**src/rtl/wdog_window.sv**
```systemverilog
module wdog_window #(
  parameter int PRESC    = 4,
  parameter int T_POR    = 5,
  parameter int T_LEAD   = 12,
  parameter int T_CLOSED = 6,
  parameter int T_OPEN   = 8,
  parameter int T_PULSE  = 3,
  parameter int MIN_W    = 3,
  parameter bit POS_EN   = 1'b1
) (
  input  logic clk,
  input  logic rst_n,
  input  logic supply_ok,
  input  logic trig_n,
  input  logic trig_p,
  input  logic wd_off,
  output logic rst_out_n
);

  function automatic int mx(int a, int b);
    return (a > b) ? a : b;
  endfunction

  localparam int TMAX = mx(mx(mx(T_POR, T_LEAD), mx(T_CLOSED, T_OPEN)), T_PULSE);
  localparam int CW   = $clog2(TMAX + 1);
  localparam int PW   = $clog2(PRESC + 1);
  localparam int WW   = $clog2(MIN_W + 1);

  typedef enum logic [2:0] {S_POR, S_LEAD, S_CLOSED, S_OPEN, S_PULSE} st_t;

  st_t           st, st_nx;
  logic [1:0]    sn, sp;
  logic [WW-1:0] wn, wp;
  logic [PW-1:0] pre;
  logic [CW-1:0] cnt, len;
  logic          tick, expire, ev_n, ev_p, trig_ev, restart;

  always_ff @(posedge clk or negedge rst_n)
    if (!rst_n) begin
      sn <= 2'b11;
      sp <= 2'b00;
      wn <= '0;
      wp <= '0;
    end else begin
      sn <= {sn[0], trig_n};
      sp <= {sp[0], trig_p};
      if (sn[1]) wn <= '0;
      else if (wn != WW'(MIN_W)) wn <= wn + WW'(1);
      if (!sp[1]) wp <= '0;
      else if (wp != WW'(MIN_W)) wp <= wp + WW'(1);
    end

  assign ev_n    = !sn[1] && (wn == WW'(MIN_W - 1));
  assign ev_p    = sp[1] && (wp == WW'(MIN_W - 1));
  assign trig_ev = ev_n || (POS_EN && ev_p);

  always_comb
    case (st)
      S_POR:    len = CW'(T_POR);
      S_LEAD:   len = CW'(T_LEAD);
      S_CLOSED: len = CW'(T_CLOSED);
      S_OPEN:   len = CW'(T_OPEN);
      default:  len = CW'(T_PULSE);
    endcase

  assign tick   = (pre == PW'(PRESC - 1));
  assign expire = tick && (cnt == len - CW'(1));

  always_comb begin
    st_nx = st;
    if (!supply_ok) st_nx = S_POR;
    else if (wd_off && st != S_POR) st_nx = S_LEAD;
    else
      case (st)
        S_POR:    if (expire) st_nx = S_LEAD;
        S_LEAD:   if (trig_ev) st_nx = S_CLOSED; else if (expire) st_nx = S_PULSE;
        S_CLOSED: if (trig_ev) st_nx = S_PULSE;  else if (expire) st_nx = S_OPEN;
        S_OPEN:   if (trig_ev) st_nx = S_CLOSED; else if (expire) st_nx = S_PULSE;
        S_PULSE:  if (expire) st_nx = S_LEAD;
        default:  st_nx = S_POR;
      endcase
  end

  assign restart = (st_nx != st) || !supply_ok || (wd_off && st != S_POR);

  always_ff @(posedge clk or negedge rst_n)
    if (!rst_n) begin
      st  <= S_POR;
      pre <= '0;
      cnt <= '0;
    end else begin
      st <= st_nx;
      if (restart) begin
        pre <= '0;
        cnt <= '0;
      end else if (tick) begin
        pre <= '0;
        cnt <= cnt + CW'(1);
      end else begin
        pre <= pre + PW'(1);
      end
    end

  assign rst_out_n = !(st == S_POR || st == S_PULSE);

  p_supply_low_r1: assert property (@(posedge clk) disable iff (!rst_n)
    !supply_ok |=> !rst_out_n);
  p_lead_timeout_r2: assert property (@(posedge clk) disable iff (!rst_n)
    (st == S_LEAD && expire && !trig_ev && supply_ok && !wd_off) |=> !rst_out_n);
  p_closed_fault_r3: assert property (@(posedge clk) disable iff (!rst_n)
    (st == S_CLOSED && trig_ev && supply_ok && !wd_off) |=> (st == S_PULSE && !rst_out_n));
  p_open_accept_r4: assert property (@(posedge clk) disable iff (!rst_n)
    (st == S_OPEN && trig_ev && supply_ok && !wd_off) |=> (st == S_CLOSED && rst_out_n));
  p_pulse_exit_r6: assert property (@(posedge clk) disable iff (!rst_n)
    (st == S_PULSE && expire && supply_ok && !wd_off) |=> st == S_LEAD);
  p_off_released_r9: assert property (@(posedge clk) disable iff (!rst_n)
    (wd_off && supply_ok && st != S_POR) |=> rst_out_n);
  p_count_in_range_r10: assert property (@(posedge clk) disable iff (!rst_n)
    cnt < len);

endmodule

```
**config.mk**
```make
export PLATFORM = sky130hd
export DESIGN_NAME = wdog_window
export DESIGN_NICKNAME = d
export VERILOG_FILES = /design/src/rtl/wdog_window.sv
export SDC_FILE = /design/constraint.sdc
export NUM_CORES = 1
export LEC_CHECK = 0
export BUFFER_PORTS_ARGS = -buffer_cell sky130_fd_sc_hd__clkbuf_2
export CAP_MARGIN = 10
export CORE_MARGIN = 2
export CORE_UTILIZATION = 35
export DETAILED_ROUTE_END_ITERATION = 10
export GPL_ROUTABILITY_DRIVEN = 0
export SYNTH_ARGS = -nofsm -noshare
export SYNTH_HDL_FRONTEND = slang
export SYNTH_SLANG_ARGS = --single-unit
```
**constraint.sdc**
```tcl
create_clock -name clk -period 2.2 [get_ports clk]
set_clock_uncertainty 0.05 [all_clocks]
set_input_delay 0.33 -clock clk [delete_from_list [all_inputs] [get_ports clk]]
set_output_delay 0.33 -clock clk [all_outputs]
set_load 0.05 [all_outputs]
```
==> impl_results.md <==
- DR iter-0 viols: 35
- Static leakage power: 0.5751 nW
- Most common cell after layout, fill and taps aside: dfrtp_1
- Crit path kind: register to register
- Post-route DRC violation count: 0
- CP max-delay cell: dfrtp_2
- Core area: 2781 sq um
- First-pass iteration count of the detailed router: 5
- Starting Density: 37.16%
- Routed len/inst: 13.25 um
- Hold Crit Class: input port to register
- Die Area: 3404 sq um
- Inst Count DP: 142
- Unrepaired setup endpoints after global routing: true
- GRT overflow: 0
- Synth top area share: 38.74%
- Max IR drop VDD: 340.7 uV
- Nets: 136
- Max_cap viols: 0
- First-pass GRT wire length: 3339 um
- Vias in the first global route: 829
- CTS H-tree depth: 1
- Non-Filler Instances: 153
- DP Area: 1160 sq um
- CP cell instances: o21bai_4 -> inv_2 -> ha_4 -> xnor2_4 -> nor3b_4 -> o2111ai_4 -> and3_4 -> o311a_1
- Syn_area_per_cell: 10.13 sq um
- Cell variety after synth: 35
- Crit end category: register
- Pwr/cell area: 524.5 nW/um^2
- Setup tns final: 0 ps
- Number of setup violations in the final report: 0
- Post-DR vias/cell: 5.301
- Share of cells above drive strength 1: 35.25%
- Ys Warns: 0
- Final Max Tran Viols: 0
- Clk root buf: clkbuf_4
- Cell area after synthesis: 1033 sq um
- Power, Total: 695.6 uW
- Rows: 19
- Number of synthesized flops with an enable pin: 0
- Fmax: 455.5 MHz
- Max FO, Critical Path: 7
- Yosys top cell by area: dfrtp_1
- PortBufs: 6
- CP startpoint kind: register
- Initial antenna violation count: 0
- TritonCTS clock tree: built
- Crit path DAT: 2330 ps
- Slew headroom: 70.34%
- Async SR Flop Fraction: 100.0%
- Synth Net Count: 115
- Most frequent cells in the layout: dfrtp_1 (15), buf_4 (11), nor2_1 (8)
- Post-synthesis sequential area ratio: 43.83%
- Crit-path max cell delay: 460 ps
- Die Span Y: 58.34 um
- Syn Inst Count: 102
- Final period utilization: 99.78%
- Largest net degree at the start of global routing: 19
- Buf+Inv Stages, Crit Path: 1
- Most area-consuming cells after synthesis: dfrtp_1 (39%), ha_1 (8.5%), a21oi_1 (5.3%)
- Clock sinks: 18
- # diodes: 0
- Worst-margin pin slew: 444.9 ps
- Clock latency on the worst-skew pair: 290 ps
- Via count: 811
- Longest Clk Path Bufs: 2
- DRT antenna net count: 0
- Synthesis-to-finish area growth: 28.33%
- Outcome: finished clean
- CTS clk-pin slew, worst paths: 100 ps
- Num CTS Buffers: 3
- Final min period: 2195 ps
- Ys flop type: dfrtp_1
- Critical path required time: 2330 ps
- Final Hold Viols: 0
- CP top delay family: compound AO/OA/AOI/OAI gates
- Overall routed net length: 2028 um
- IO Pins: 7
- Final Instance Area: 1326 sq um
- GRT Resource Usage Total: 12.69%
- Synth Register Bits: 18
- Final HPWL DP: 1527 um
- Die Wd: 58.34 um
[power by group]
part	switching [mW]	total [mW]	internal, mW	leakage [nW]
sequential	0.0215	0.380	0.358	0.231
clock	0.102	0.202	0.101	0.0210
combinational	0.0594	0.113	0.0540	0.323
total	0.182	0.696	0.513	0.575
[area by class of cell]
class                      count  area [sq um]
clock buffer                   4         36.28
fill                         263          1455
inverter                       7         26.28
multi-input combinational     73         625.6
sequential                    18         454.2
tap                           31         38.79
timing repair buffer          20         145.1
[state kept, by name (all words and copies together) (netlist names)]
name  cells
sp        2
cnt       4
wp        2
wn        2
st        3
sn        2
pre       3
[cells by family after synthesis]
group | Yosys count | share of synthesized area, %
muxes | 1 | 0.9686
xor gates and xnor gates | 8 | 6.780
and+or+nand+nor | 33 | 17.43
AOI/OAI and AO/OA | 24 | 18.16
DFF | 18 | 43.83
adders and majority gates | 7 | 8.474
buffers and inverters | 11 | 4.358
[through the flow]
| step | setup slack (ps) | util, % | hold slack [ps] |
|---|---|---|---|
| 6_report | 4.791 | 47.68 | 59.70 |
| 5_1_grt | -73.88 | 47.68 | 33.77 |
| 4_1_cts | -11.98 | 43.90 | 51.99 |
| 3_5_place_dp | -42.80 | 41.70 | 248.1 |
| 3_3_place_gp | 50.73 | 41.70 | 245.2 |
| 2_1_floorplan | 26.60 | - | -15.59 |
[routing by layer]
metal | wire length [um] | up-vias | global-route usage (%)
li1 | - | 393 | -
met1 | 912 | 403 | 16.22
met2 | 1024 | 13 | 21.19
met3 | 75 | 2 | 2.857
met4 | 15 | 0 | 4.319
met5 | 0 | - | 0
[synth_stat cells, types with 2 or more instances]
cell / number
inv_1: 7
nand4_1: 2
and2_1: 3
nor2_1: 8
xnor2_1: 3
dfstp_2: 2
ha_1: 7
dfrtp_1: 16
a21oi_1: 11
nand2b_1: 4
nor2b_1: 3
xor2_1: 5
buf_2: 3
nand2_1: 6
o311a_1: 2
[worst paths after layout]
kind	to	depth (start not counted)	slack, ps	from
setup / recovery	st[2]	8	5	st[1]
hold / removal	sn[0]	1	60	trig_n
setup reg to reg	st[2]	8	5	st[1]
hold reg to reg	sn[1]	0	310	sn[0]
max in group asynchronous	sn[1]	2	1310	rst_n
min in group asynchronous	wn[1]	2	460	rst_n
[what timing repair did]
item,in CTS,in global routing
pin swaps,2,11
endpoints found under the hold margin,16,0
hold buffers,1,0
gates resized for setup,0,16
setup buffers,2,4
endpoints found under the setup margin,8,9
No activity file was read; power rests on OpenSTA's default activity.
